$ cat src/rtl/flash_wsm_pkg.sv
package flash_wsm_pkg;
  typedef enum logic [1:0] {PH_IDLE, PH_WSET, PH_ESET, PH_LSET} phase_t;
  typedef enum logic [1:0] {FG_WRITE, FG_LBLK, FG_LMST, FG_LCLR} fg_kind_t;

  localparam logic [7:0] C_WSETUP  = 8'h40;
  localparam logic [7:0] C_ESETUP  = 8'h20;
  localparam logic [7:0] C_LSETUP  = 8'h60;
  localparam logic [7:0] C_CONFIRM = 8'hD0;
  localparam logic [7:0] C_SUSPEND = 8'hB0;
  localparam logic [7:0] C_RSTAT   = 8'h70;
  localparam logic [7:0] C_RARRAY  = 8'hFF;
  localparam logic [7:0] C_CLRSTAT = 8'h50;
  localparam logic [7:0] C_LBLK    = 8'h01;
  localparam logic [7:0] C_LMST    = 8'hF1;
endpackage

$ cat src/rtl/flash_wsm_array.sv
module flash_wsm_array #(
  parameter int AW = 7,
  localparam int DEPTH = 1 << AW
) (
  input  logic          clk,
  input  logic          we,
  input  logic [AW-1:0] waddr,
  input  logic [7:0]    wdata,
  input  logic          re,
  input  logic [AW-1:0] raddr,
  output logic [7:0]    rdata
);
  logic [7:0] mem [DEPTH];

  always_ff @(posedge clk) begin
    if (we) mem[waddr] <= wdata;
    if (re) rdata <= mem[raddr];
  end
endmodule

$ cat src/rtl/flash_wsm_locks.sv
module flash_wsm_locks #(
  parameter int NBLK = 32,
  localparam int BKW = $clog2(NBLK)
) (
  input  logic            clk,
  input  logic            rst,
  input  logic            set_blk,
  input  logic [BKW-1:0]  blk_idx,
  input  logic            set_mst,
  input  logic            clr_all,
  output logic [NBLK-1:0] blk_lock,
  output logic            mst_lock
);
  always_ff @(posedge clk) begin
    if (rst) begin
      blk_lock <= '0;
      mst_lock <= 1'b0;
    end else begin
      if (clr_all) blk_lock <= '0;
      else if (set_blk) blk_lock[blk_idx] <= 1'b1;
      if (set_mst) mst_lock <= 1'b1;
    end
  end
endmodule

$ cat src/rtl/flash_wsm_ctrl.sv
module flash_wsm_ctrl
  import flash_wsm_pkg::*;
#(
  parameter int NBLK = 32,
  parameter int BLK_BYTES = 4,
  parameter int WR_CYC = 300,
  parameter int ER_CYC = 20000,
  parameter int LK_CYC = 150,
  localparam int BKW = $clog2(NBLK),
  localparam int BW = $clog2(BLK_BYTES),
  localparam int AW = BKW + BW,
  localparam int MAXWL = (WR_CYC > LK_CYC) ? WR_CYC : LK_CYC,
  localparam int MAXC = (ER_CYC > MAXWL) ? ER_CYC : MAXWL,
  localparam int CW = $clog2(MAXC + 1)
) (
  input  logic            clk,
  input  logic            rst,
  input  logic            pd_n,
  input  logic            bus_wr,
  input  logic [AW-1:0]   bus_addr,
  input  logic [7:0]      bus_wdata,
  input  logic [NBLK-1:0] blk_lock,
  input  logic            mst_lock,
  output logic            lk_set_blk,
  output logic [BKW-1:0]  lk_idx,
  output logic            lk_set_mst,
  output logic            lk_clr_all,
  output logic            mem_we,
  output logic [AW-1:0]   mem_waddr,
  output logic [7:0]      mem_wdata,
  output logic [7:0]      status,
  output logic            stat_mode,
  output logic            wsm_ready
);
  phase_t   phase;
  fg_kind_t fg_kind;
  logic            fg_act, fg_susp, er_act, er_susp, prot, seq;
  logic [CW-1:0]   fg_cnt, er_cnt;
  logic [AW-1:0]   fg_addr;
  logic [7:0]      fg_data;
  logic [BKW-1:0]  er_blk;

  logic [BKW-1:0] a_blk;
  logic running, fg_tick, er_tick, fg_done;

  assign a_blk   = bus_addr[AW-1:BW];
  assign fg_tick = fg_act & ~fg_susp;
  assign er_tick = er_act & ~er_susp & ~fg_act;
  assign running = fg_tick | (er_act & ~er_susp);
  assign fg_done = fg_tick && (fg_cnt == '0) && pd_n;

  assign mem_we = pd_n && ((fg_done && fg_kind == FG_WRITE) ||
                           (er_tick && er_cnt < CW'(BLK_BYTES)));
  assign mem_waddr  = fg_act ? fg_addr : {er_blk, er_cnt[BW-1:0]};
  assign mem_wdata  = fg_act ? fg_data : 8'hFF;
  assign lk_set_blk = fg_done && fg_kind == FG_LBLK;
  assign lk_set_mst = fg_done && fg_kind == FG_LMST;
  assign lk_clr_all = fg_done && fg_kind == FG_LCLR;
  assign lk_idx     = fg_addr[AW-1:BW];
  assign status     = {~running, er_susp, fg_susp, prot, seq, 3'b000};

  always_ff @(posedge clk) begin
    if (rst || !pd_n) begin
      phase <= PH_IDLE;
      fg_kind <= FG_WRITE;
      fg_act <= 1'b0; fg_susp <= 1'b0;
      er_act <= 1'b0; er_susp <= 1'b0;
      prot <= 1'b0;   seq <= 1'b0;
      fg_cnt <= '0;   er_cnt <= '0;
      fg_addr <= '0;  fg_data <= '0;  er_blk <= '0;
      stat_mode <= 1'b0;
      wsm_ready <= 1'b1;
    end else begin
      wsm_ready <= ~running;
      if (fg_tick) begin
        if (fg_cnt == '0) fg_act <= 1'b0;
        else fg_cnt <= fg_cnt - 1'b1;
      end
      if (er_tick) begin
        if (er_cnt == '0) er_act <= 1'b0;
        else er_cnt <= er_cnt - 1'b1;
      end
      if (bus_wr) begin
        case (phase)
          PH_WSET: begin
            phase <= PH_IDLE;
            stat_mode <= 1'b1;
            if (blk_lock[a_blk] || (er_act && a_blk == er_blk)) prot <= 1'b1;
            else begin
              fg_act <= 1'b1; fg_kind <= FG_WRITE;
              fg_cnt <= CW'(WR_CYC - 1);
              fg_addr <= bus_addr; fg_data <= bus_wdata;
            end
          end
          PH_ESET: begin
            phase <= PH_IDLE;
            stat_mode <= 1'b1;
            if (bus_wdata != C_CONFIRM) seq <= 1'b1;
            else if (blk_lock[a_blk]) prot <= 1'b1;
            else begin
              er_act <= 1'b1; er_blk <= a_blk;
              er_cnt <= CW'(ER_CYC - 1);
            end
          end
          PH_LSET: begin
            phase <= PH_IDLE;
            stat_mode <= 1'b1;
            fg_addr <= bus_addr;
            fg_cnt <= CW'(LK_CYC - 1);
            case (bus_wdata)
              C_LBLK: begin
                if (mst_lock) prot <= 1'b1;
                else begin fg_act <= 1'b1; fg_kind <= FG_LBLK; end
              end
              C_LMST: begin fg_act <= 1'b1; fg_kind <= FG_LMST; end
              C_CONFIRM: begin
                if (mst_lock) prot <= 1'b1;
                else begin fg_act <= 1'b1; fg_kind <= FG_LCLR; end
              end
              default: seq <= 1'b1;
            endcase
          end
          default: begin
            case (bus_wdata)
              C_RARRAY:  stat_mode <= 1'b0;
              C_RSTAT:   stat_mode <= 1'b1;
              C_CLRSTAT: begin prot <= 1'b0; seq <= 1'b0; end
              C_WSETUP:  if (!fg_act && (!er_act || er_susp)) phase <= PH_WSET;
              C_ESETUP:  if (!fg_act && !er_act) phase <= PH_ESET;
              C_LSETUP:  if (!fg_act && !er_act) phase <= PH_LSET;
              C_SUSPEND: begin
                if (fg_tick && fg_kind == FG_WRITE && !er_act && fg_cnt != '0)
                  fg_susp <= 1'b1;
                else if (er_tick && er_cnt != '0)
                  er_susp <= 1'b1;
              end
              C_CONFIRM: begin
                if (fg_susp) fg_susp <= 1'b0;
                else if (er_susp && !fg_act) er_susp <= 1'b0;
              end
              default: ;
            endcase
          end
        endcase
      end
    end
  end
endmodule

$ cat src/rtl/flash_wsm.sv
module flash_wsm #(
  parameter int NBLK = 32,
  parameter int BLK_BYTES = 4,
  parameter int WR_CYC = 300,
  parameter int ER_CYC = 20000,
  parameter int LK_CYC = 150,
  localparam int BKW = $clog2(NBLK),
  localparam int BW = $clog2(BLK_BYTES),
  localparam int AW = BKW + BW
) (
  input  logic          clk,
  input  logic          rst,
  input  logic          pd_n,
  input  logic          bus_wr,
  input  logic          bus_rd,
  input  logic [AW-1:0] bus_addr,
  input  logic [7:0]    bus_wdata,
  output logic [7:0]    bus_rdata,
  output logic          wsm_ready
);
  logic [NBLK-1:0] blk_lock;
  logic            mst_lock, lk_set_blk, lk_set_mst, lk_clr_all;
  logic [BKW-1:0]  lk_idx;
  logic            mem_we, stat_mode;
  logic [AW-1:0]   mem_waddr;
  logic [7:0]      mem_wdata, mem_q, status, stat_q;
  logic            rd_stat_q;

  flash_wsm_ctrl #(
    .NBLK(NBLK), .BLK_BYTES(BLK_BYTES),
    .WR_CYC(WR_CYC), .ER_CYC(ER_CYC), .LK_CYC(LK_CYC)
  ) u_ctrl (
    .clk(clk), .rst(rst), .pd_n(pd_n),
    .bus_wr(bus_wr), .bus_addr(bus_addr), .bus_wdata(bus_wdata),
    .blk_lock(blk_lock), .mst_lock(mst_lock),
    .lk_set_blk(lk_set_blk), .lk_idx(lk_idx),
    .lk_set_mst(lk_set_mst), .lk_clr_all(lk_clr_all),
    .mem_we(mem_we), .mem_waddr(mem_waddr), .mem_wdata(mem_wdata),
    .status(status), .stat_mode(stat_mode), .wsm_ready(wsm_ready)
  );

  flash_wsm_locks #(.NBLK(NBLK)) u_locks (
    .clk(clk), .rst(rst),
    .set_blk(lk_set_blk), .blk_idx(lk_idx),
    .set_mst(lk_set_mst), .clr_all(lk_clr_all),
    .blk_lock(blk_lock), .mst_lock(mst_lock)
  );

  flash_wsm_array #(.AW(AW)) u_array (
    .clk(clk), .we(mem_we), .waddr(mem_waddr), .wdata(mem_wdata),
    .re(bus_rd), .raddr(bus_addr), .rdata(mem_q)
  );

  always_ff @(posedge clk) begin
    if (rst) begin
      rd_stat_q <= 1'b0;
      stat_q <= '0;
    end else if (bus_rd) begin
      rd_stat_q <= stat_mode;
      stat_q <= status;
    end
  end

  assign bus_rdata = rd_stat_q ? stat_q : mem_q;
endmodule

$ cat config.mk
export PLATFORM = sky130hd
export DESIGN_NAME = flash_wsm
export DESIGN_NICKNAME = d
export VERILOG_FILES = /design/src/rtl/flash_wsm_pkg.sv /design/src/rtl/flash_wsm_array.sv /design/src/rtl/flash_wsm_locks.sv /design/src/rtl/flash_wsm_ctrl.sv /design/src/rtl/flash_wsm.sv
export SDC_FILE = /design/constraint.sdc
export NUM_CORES = 1
export LEC_CHECK = 0
export BUFFER_PORTS_ARGS = -buffer_cell sky130_fd_sc_hd__buf_2
export CAP_MARGIN = 25
export CORE_ASPECT_RATIO = 0.7
export CORE_MARGIN = 10
export CORE_UTILIZATION = 39
export CTS_CLUSTER_DIAMETER = 150
export DETAILED_ROUTE_END_ITERATION = 7
export PLACE_DENSITY_LB_ADDON = 0.2
export SYNTH_ARGS = -nofsm -noshare
export SYNTH_HDL_FRONTEND = slang
export SYNTH_SLANG_ARGS = --single-unit
$ cat constraint.sdc
create_clock -name clk -period 3.7 [get_ports clk]
set_input_delay 0.185 -clock clk [delete_from_list [all_inputs] [get_ports clk]]
set_output_delay 0.185 -clock clk [all_outputs]
set_load 0.005 [all_outputs]
; Word level (Yosys, flattened, before mapping)
; Memory sizes are Yosys's and may differ from the RTL's. A register that Yosys moved wholly into a read port is not among the register bits.
; Index checks and enable logic that the tools add are counted.
[word_totals]
regBits = 101
mem_bits_rw = 1024
inputBits = 20
out_inout_bits = 9
elab_cells = 190
memories = 1
[op_classes]
n_addsub = 2
order_cmp = 4
eq_ne = 37
mux = 64
n_bitwise = 14
reduce_logical = 49
[mem_list]
columns = memory, words, word_bits, read_ports, rd_clocked_by_memory_dff, write_ports, line_no
row1 = u_array.mem, 128, 8, 1, 1, 1, flash_wsm_array.sv:13  ; logic [7:0] mem [DEPTH];
[op_table]
columns = operator, n
row1 = $mux W15, 10
row2 = $eq A8 B7 Y1 const B, 4
row3 = $eq A8 B8 Y1 const B, 4
row4 = $or A32 B32 Y32, 1
row5 = $logic_not A15 Y1, 2
row6 = $pmux W15 S2, 1
row7 = $reduce_bool A15 Y1, 2
row8 = $sub A15 B1 Y15 const B, 2
row9 = $mux W1, 29
row10 = $logic_and A1 B1 Y1, 17
row11 = $mux W8, 2
row12 = $lt A15 B3 Y1 const B, 1
row13 = $mux W2, 7
row14 = $mux W7, 2
row15 = $ne A2 B1 Y1 const B, 7
row16 = $pmux W7 S2, 1
row17 = $reduce_and A7 Y1, 2
row18 = $lt A5 B6 Y1 const B, 2
row19 = $ne A2 B2 Y1 const B, 6
row20 = $pmux W2 S3, 2
row21 = $pmux W1 S2, 5
row22 = $reduce_and A5 Y1, 2
row23 = $ne A3 B2 Y1 const B, 3
row24 = $not A1 Y1, 9
row25 = other kinds (27), 47

; Longest topological paths before layout
; Gate-level depths: netlist (run 1).
[logic_depth]
depth_word = 9
depth_mapped = 10
ltp_nobuf = 8

; Hierarchy
; Synthesis (run 1) repeated with hierarchy kept, for this count alone.
[hier_totals]
hier_cells = 2222
hier_area_um2 = 45162.1
[by_module_without_submodules]
columns = mod, n_inst, cells_per_inst, area_each_um2, seq_area_each_um2
row1 = flash_wsm_array, 1, 1635, 39745.6, 30989.7
row2 = flash_wsm_ctrl, 1, 462, 3818.7, 1241.2
row3 = flash_wsm_locks, 1, 87, 1147.4, 660.6
row4 = flash_wsm, 1, 38, 450.4, 180.2

; Least setup slack after synthesis (run 1)
; Ideal clock, no wire load.
[synth_path]
kind = register -> register
start = register u_ctrl.fg_act
end = memory u_array.mem[0][0] (data pin)
setup_time_ps = 741
arrival_ps = 2406
t_required_ps = 2959
path_slack_ps = 553
path_stages_with_launch = 5
path_buffers = 3
period_less_slack_ps = 3147
path_cell_list = dfxtp_1 > clkbuf_1 > clkbuf_1 > clkbuf_1 > nand2b_1
[synth_via]
elab_chain_cells = 1
[synth_lines]
columns = item, line_no
row1 = start: declaration, flash_wsm_ctrl.sv:37  ; logic fg_act, fg_susp, er_act, er_susp, prot, seq;
row2 = start signal: assignment, flash_wsm_ctrl.sv:66  ; fg_act <= 1'b0; fg_susp <= 1'b0;
row3 = start signal: assignment, flash_wsm_ctrl.sv:76  ; if (fg_cnt == '0) fg_act <= 1'b0;
row4 = start signal: assignment, flash_wsm_ctrl.sv:90  ; fg_act <= 1'b1; fg_kind <= FG_WRITE;
row5 = $mux W8, flash_wsm_ctrl.sv:55  ; assign mem_wdata = fg_act ? fg_data : 8'hFF;
row6 = named net mem_wdata[0], flash_wsm.sv:26  ; logic [7:0] mem_wdata, mem_q, status, stat_q;
row7 = end: declaration, flash_wsm_array.sv:13
; The timed path passes the listed nets, and every way through them passes these cells.

; Final worst setup path (run 1)
[layout_path]
start = register u_ctrl.er_cnt[3]
end = memory u_array.mem[59][5], enable pin
[layout_via]
elab_chain_cells = 6
[layout_lines]
columns = item, line_no
row1 = start: declaration, flash_wsm_ctrl.sv:38  ; logic [CW-1:0] fg_cnt, er_cnt;
row2 = start signal: assignment, flash_wsm_ctrl.sv:81  ; else er_cnt <= er_cnt - 1'b1;
row3 = start signal: assignment, flash_wsm_ctrl.sv:102  ; er_cnt <= CW'(ER_CYC - 1);
row4 = $lt A15 B3 Y1, flash_wsm_ctrl.sv:53  ; (er_tick && er_cnt < CW'(BLK_BYTES)));
row5 = $logic_and A1 B1 Y1, flash_wsm_ctrl.sv:53
row6 = $logic_or A1 B1 Y1, flash_wsm_ctrl.sv:52  ; assign mem_we = pd_n && ((fg_done && fg_kind == FG_WRITE) ||
row7 = $logic_and A1 B1 Y1, flash_wsm_ctrl.sv:52
row8 = $mux W1, flash_wsm_array.sv:16  ; if (we) mem[waddr] <= wdata;
row9 = $mux W1 (not written as such), flash_wsm_array.sv:16
; Every way passes these cells.

==> results of run 1 <==
-- cells by family after synthesis --
| group | Yosys count | share of synthesized area [%] |
|---|---|---|
| buffers and inverters | 139 | 1.36 |
| XOR/XNOR | 30 | 0.587 |
| adder cells (fa/ha/maj) | 3 | 0.0839 |
| multiplexers | 367 | 17.2 |
| flip-flops | 1133 | 73.8 |
| AND/OR/NAND/NOR | 447 | 4.74 |
| AO/OA/AOI/OAI | 153 | 2.24 |
-- metrics by stage --
stage | util [%] | power (mW) | cells
floorplan | - | 14.6 | 2272
global placement | 42.1 | 14.9 | 3848
detailed placement | 42.1 | 14.9 | 3849
CTS | 45.2 | 25.4 | 4057
global route | 45.2 | 25.9 | 4059
finish | 45.2 | 25.2 | 4059
-- power breakdown --
part,internal (mW),switching (mW),total (mW)
Clock,5.85,4.67,10.5
Sequential,13.8,0.00952,13.8
Combinational,0.401,0.464,0.865
Total,20.0,5.15,25.2
-- final cells by class --
cell class,instances,area (um^2),area share (%)
Sequential cell,1133,33000,64.5
Multi-Input combinational cell,1000,11200,21.8
Clock buffer,134,2850,5.57
Tap cell,1522,1900,3.72
Timing Repair Buffer,201,1730,3.38
Clock inverter,58,457,0.892
Inverter,10,37.5,0.0733
Antenna cell,1,2.50,0.00489
-- metal layers --
metal,track usage [%],vias to the layer above
li1,-,9642
met1,26.8,12400
met2,25.2,1035
met3,4.81,171
met4,4.70,6
met5,0,-
-- final timing paths --
path	depth (start not counted)	end	startpoint
worst max-delay path	7	u_array.mem[59][5]	u_ctrl.er_cnt[3]
worst min-delay path	4	u_ctrl.fg_addr[0]	bus_addr[0]
worst max register to register	7	u_array.mem[59][5]	u_ctrl.er_cnt[3]
worst min register to register	2	u_ctrl.fg_data[2]	u_ctrl.fg_data[2]
-- critical path, cell delays in order (launching register included) --
cell and delay, ns:
dfxtp_1 0.36, nor4_1 0.49, nand4_1 0.19, or4b_4 0.60, a21boi_4 0.27, nand2_2 0.07
buf_4 0.29, nor2_1 0.72
-- registers in the layout (all words and copies together), names as in the netlist, 2 cells and up --
signal,flops
u_locks.blk_lock,32
u_ctrl.fg_kind,2
u_ctrl.er_cnt,15
u_ctrl.phase,2
u_array.rdata,8
u_ctrl.fg_cnt,15
u_ctrl.fg_addr,7
u_array.mem,1024
u_ctrl.er_blk,5
u_ctrl.fg_data,8
stat_q,5
-- cell usage in the layout, fill, tap and decap left out, drive strengths merged, types with 6 or more instances in the layout --
master       netlist  final
bufinv             0      6
nand4             10     10
mux2i             42     42
inv                9     13
mux4             320    320
edfxtp          1032   1032
dfxtp            101    101
nand3             19     19
o22ai             33     33
nand2b            21     21
buf               75    185
or3                9      9
nor2             195    195
clkbuf            54    134
xnor2             17     17
a31oi             12     12
nor2b             15     15
a21oi             43     43
nand3b             7      7
o21ai             13     13
nor4              17     17
o31ai              9      9
nand2            101    101
o21a              16     16
nor3              27     27
clkinv             1     48
and3               7      7
xor2              13     13
dlygate4sd3        0     16
==> impl_results.md, run 1 <==
* Status: complete, no violations
* # DRC at 0
* Layout cells sized above 1 at 27.5%
* # IOs at 29
* Antenna violations before repair at 6
* Power Dens Cells at around 490 mW/mm^2
* # rows at around 100
* Post-route ant nets at 0
* Max VDD drop at between 0.3 and 0.4 mV
* Synth area leader: edfxtp_1
* All-layer global routing usage at about 18%
* Routed length per instance at 28.4 um
* Post_cts resized at 0
* Chip height at 303 um
* Fmax at between 0.2 and 0.3 GHz
* Clock buffer depth at 3
* Setup bufs post-CTS at 0
* Top-area cell type share of the netlist area at just under 70%
* Final Cycle Share at roughly 91%
* Syn-to-layout area delta at 14.4%
* HPWL Detailed at approximately 73000 um
* TNS Setup at 0 ns
* Number of global-route vias before repair at around 23k
* Worst-Skew Late Latency at around 0.70 ns
* Pre-CTS WS at approximately 0.39 ns
* Final number of max-transition violations at 0
* Max FO, Critical Path at 16
* Top cells by area, synth: edfxtp_1, mux4_2, dfxtp_1
* DIE AREA at 0.129 mm^2
* Final nets at about 2.5k
* Post-synth EDFFs at ~1.0k
* Placed Area at 0.0477 mm^2
* Hold_buf cts at 16
* Post-Synthesis Cell Area at about 0.045 mm^2
* Clock Skews at ~0.022 ns
* Hold Path Class: input pin to flip-flop
* Number of synthesized register bits at approximately 1.1k
* Gr ovfl total at 0
* Post-route minimum period at between 3 and 4 ns
* Port Buffers at 28
* CP required at 4.01 ns
* DR pass1 iterations at 5
* Max cap viols at 0
* Hold WS at 0.0789 ns
* Slew of the pin with the lowest slew margin at 1.03 ns
* Distinct cell type count after synthesis at 69
* Synth warn at 0
* Clock-pin slew on the worst setup and hold paths at around 0.060 ns
* Syn nets at about 2.3k
* Register area share after synthesis at 73.8%
* Avg Synthesized Cell Area at roughly 20 um^2
* Endpoints failing hold at 0
* Root Driver: clkbuf_16
* Critical path class: flip-flop to flip-flop
* Clk sink count at ~1.1k
* Final Setup Violations at 0
* Top FF cell, synth: edfxtp_1
* Routability cong. at about 0.85
* DR WL met2 at 49600 um
* Syn Inst Count at between 2k and 2.5k
* Met3 WL at roughly 11000 um
* Core area at between 0.1 and 0.15 mm^2
* Slew HR at 31.4%
* Die width at between 400 and 500 um
* Commonest cells post-synth: edfxtp_1, mux4_2, nor2_1
* Drt initial violations at between 3k and 4k
* Crit path launch type: flip-flop
* Depth of the CTS H-tree at 3
* Internal reg-to-reg setup slack at roughly 0.34 ns
* Asr flop ratio synth at 0%
* Fin area at just over 0.05 mm^2
* Nature of the critical path endpoint: flip-flop
* Initial core utilization at between 30% and 40%
* CTS tree: yes
* Setup ws final at 0.340 ns
* Count leader, synth: edfxtp_1
* Lkg Pwr at approximately 14 nW
* Routed via count at roughly 23k
* FILL cells at 9513
* Largest net degree at the start of global routing at 124
* Unrepaired setup endpoints after global routing: no
* First-pass GRT wire length at 167000 um
* Met1 wire length at around 52000 um
* Data arrival, critical path at around 3.7 ns
* Number of buffers created by CTS at between 100 and 150
* Total Wirelength at 115000 um
* Vias per Instance at roughly 5.7
* Top sig layer: met5
No activity file was read; power rests on OpenSTA's default activity.
==> run 2: changes to the inputs <==
- PLACE_DENSITY_LB_ADDON: 0.2 -> unset
==> impl_results.md, run 2 (same netlist as run 1, synthesis figures left out) <==
* Worst hold path stage count at 4 (unchanged)
* Chip height at 303 um (unchanged)
* Clk sink count at 1133 (unchanged)
* Final number of max-transition violations at 0 (unchanged)
* All-layer global routing usage at 17.1% (-0.71 points)
* Max FO, Critical Path at 9 (-7)
* Reg-to-Reg End: u_array.mem[23][2]
* HP Start: pd_n
* Path depth of the worst reg2reg path at 6 (-1)
* Most frequent cells in the layout: edfxtp_1, mux4_2, nor2_1
* HPWL Detailed at 68500 um (-5.8%)
* Unrepaired setup endpoints after global routing: no
* Placed Area at 0.0482 mm^2 (+1.0%)
* Worst-Skew Late Latency at 0.70 ns (about the same)
* Final core area utilization at 45.6% (+0.44 points)
* Max VDD drop at 0.356 mV (-3.4%)
* Max reg flops at 1024 (unchanged)
* DR pass1 iterations at 5 (unchanged)
* Post-route minimum period at 3.27 ns (-0.0887 ns)
* Power Dens Cells at 491 mW/mm^2 (-0.14%)
* Register share of total power at 54.3% (-0.4 points)
* # DRC at 0 (unchanged)
* Post-route ant nets at 0 (unchanged)
* Hold WS at 0.0788 ns (-0.0000988 ns)
* Lkg Pwr at 14.5 nW (+2.0%)
* Largest net degree at the start of global routing at 129 (+4.0%)
* Hold Path Sink: u_ctrl.fg_addr[2]
* Clock-pin slew on the worst setup and hold paths at 0.07 ns (about the same)
* Commonest non-fill, non-tap cell in the layout: edfxtp_1
* Largest registers: u_array.mem x1024, u_locks.blk_lock x32
* Syn-to-layout area delta at 15.5%
* Final Setup Violations at 0 (unchanged)
* Worst r2r src: u_ctrl.er_cnt[3]
* Crit path launch type: flip-flop
* Slew of the pin with the lowest slew margin at 0.958 ns (-0.0702 ns)
* Number of buffers created by CTS at 102 (-0.97%)
* Final Cycle Share at 88.4% (-2.4 points)
* Setup bufs post-CTS at 0 (unchanged)
* Pre-CTS WS at 0.499 ns (+0.114 ns)
* Gr ovfl total at 0 (unchanged)
* Drt initial violations at 3040 (-0.69%)
* Nature of the critical path endpoint: flip-flop
* Critical path cell sequence: nor4_1, nand4_1, or4b_4, a21oi_4, nand2_2, nor2_1
* Internal reg-to-reg setup slack at 0.43 ns (+0.09 ns)
* # IOs at 29 (unchanged)
* Initial core utilization at 39.5% (unchanged)
* Fin area at 0.0517 mm^2 (+0.97%)
* First-pass GRT wire length at 163000 um (-2.4%)
* Port Buffers at 28 (unchanged)
* Data arrival, critical path at 3.58 ns (-0.09 ns)
* Status: complete, no violations
* FILL cells at 9367 (-1.5%)
* Fmax at 0.306 GHz (+2.7%)
* Clock share of power at 42.3% (+0.5 points)
* DIE AREA at 0.129 mm^2 (unchanged)
* Vias per Instance at 5.67 (-0.82%)
* Reg with most FFs: u_array.mem
* Routed via count at 23.3k (+0.25%)
* Endpoints failing hold at 0 (unchanged)
* Comb pwr share at 3.5% (about the same)
* Setup ws final at 0.429 ns (+0.0887 ns)
* Critical path class: flip-flop to flip-flop
* CP required at 4.01 ns (about the same)
* Sw frac at 20.1% (-0.32 points)
* Number of global-route vias before repair at 23.2k (+1.1%)
* CTS tree: yes
* Routed length per instance at 26.9 um (-5.3%)
* Critical path's slowest cell: nor2_1
* # rows at 103 (unchanged)
* Layout cells sized above 1 at 28.6% (+1.1 points)
* Hold Path Class: input pin to flip-flop
* Antenna violations before repair at 2 (-4)
* Clock buffer depth at 3 (unchanged)
* Final nets at 2521 (+2.0%)
* Root Driver: clkbuf_16
* Depth of the CTS H-tree at 3 (unchanged)
* Slew HR at 35.7% (+4.3 points)
* NetSw at 5.11 mW (-0.73%)
* TNS Setup at 0 ns (unchanged)
* Max stage delay on crit path at 0.66 ns (-0.06 ns)
* Internal power at 20.3 mW (+1.2%)
* Routability cong. at 0.840 (-1.2%)
* Core area at 0.113 mm^2 (unchanged)
* Total Wirelength at 111000 um (-4.3%)
* Max cap viols at 0 (unchanged)
* Die width at 425 um (unchanged)
* Clock Skews at 0.0257 ns (+0.00386 ns)
-- run 2: per-layer routing --
metal | vias to the layer above | track usage (%) | wire [um]
li1 | 9740 | - | -
met1 | 12400 | 25.2 | 48600
met2 | 1024 | 25.1 | 49500
met3 | 140 | 4.53 | 10200
met4 | 2 | 4.09 | 2160
met5 | - | 0.296 | 49
-- run 2: power groups by stage --
stage | clock (mW) | sequential (mW) | combinational (mW)
2_1_floorplan | 0 | 14.0 | 0.578
3_3_place_gp | 0 | 14.0 | 0.862
3_5_place_dp | 0 | 14.0 | 0.870
4_1_cts | 10.9 | 13.8 | 0.885
5_1_grt | 11.4 | 13.8 | 0.929
6_report | 10.7 | 13.8 | 0.878
-- run 2: cell type report --
cell class | instances | area [um^2] | area share, %
Sequential cell | 1133 | 33000 | 63.9
Multi-Input combinational cell | 1000 | 11200 | 21.6
Clock buffer | 127 | 2710 | 5.24
Timing Repair Buffer | 251 | 2200 | 4.25
Tap cell | 1522 | 1900 | 3.69
Clock inverter | 59 | 631 | 1.22
Inverter | 10 | 37.5 | 0.0726
Antenna cell | 1 | 2.50 | 0.00484
-- run 2: worst max-delay path: cells and delay by family, from the launching register on --
family / cells / cell delay (ns)
DFF: 1 / 0.35
and+or+nand+nor: 5 / 2.27
AOI/OAI and AO/OA: 1 / 0.25
-- run 2: through the flow --
step | std cells | total power, mW
final | 4103 | 25.4
after global routing | 4102 | 26.1
after CTS | 4102 | 25.6
after detailed placement | 3901 | 14.9
after global placement | 3900 | 14.9
after floorplan | 2272 | 14.6
-- run 2: how the worst max path moves through the flow --
| stage | from | end | slack (ns) | cells past startpoint |
|---|---|---|---|---|
| detailed placement | u_ctrl.er_cnt[3] | u_array.mem[23][4] | 0.50 | 6 |
| global placement | u_ctrl.er_cnt[3] | u_array.mem[47][3] | 0.50 | 7 |
| CTS | u_ctrl.er_cnt[3] | u_array.mem[23][2] | 0.47 | 6 |
| global route | u_ctrl.er_cnt[3] | u_array.mem[23][2] | 0.31 | 6 |
| finish | u_ctrl.er_cnt[3] | u_array.mem[23][2] | 0.43 | 6 |
| floorplan | u_ctrl.fg_act | u_array.mem[0][0] | 0.55 | 4 |
-- run 2: what timing repair did --
item	4_1_cts	5_1_grt
gates resized for setup	0	0
hold buffers	15	0
hold endpoints to repair	35	0
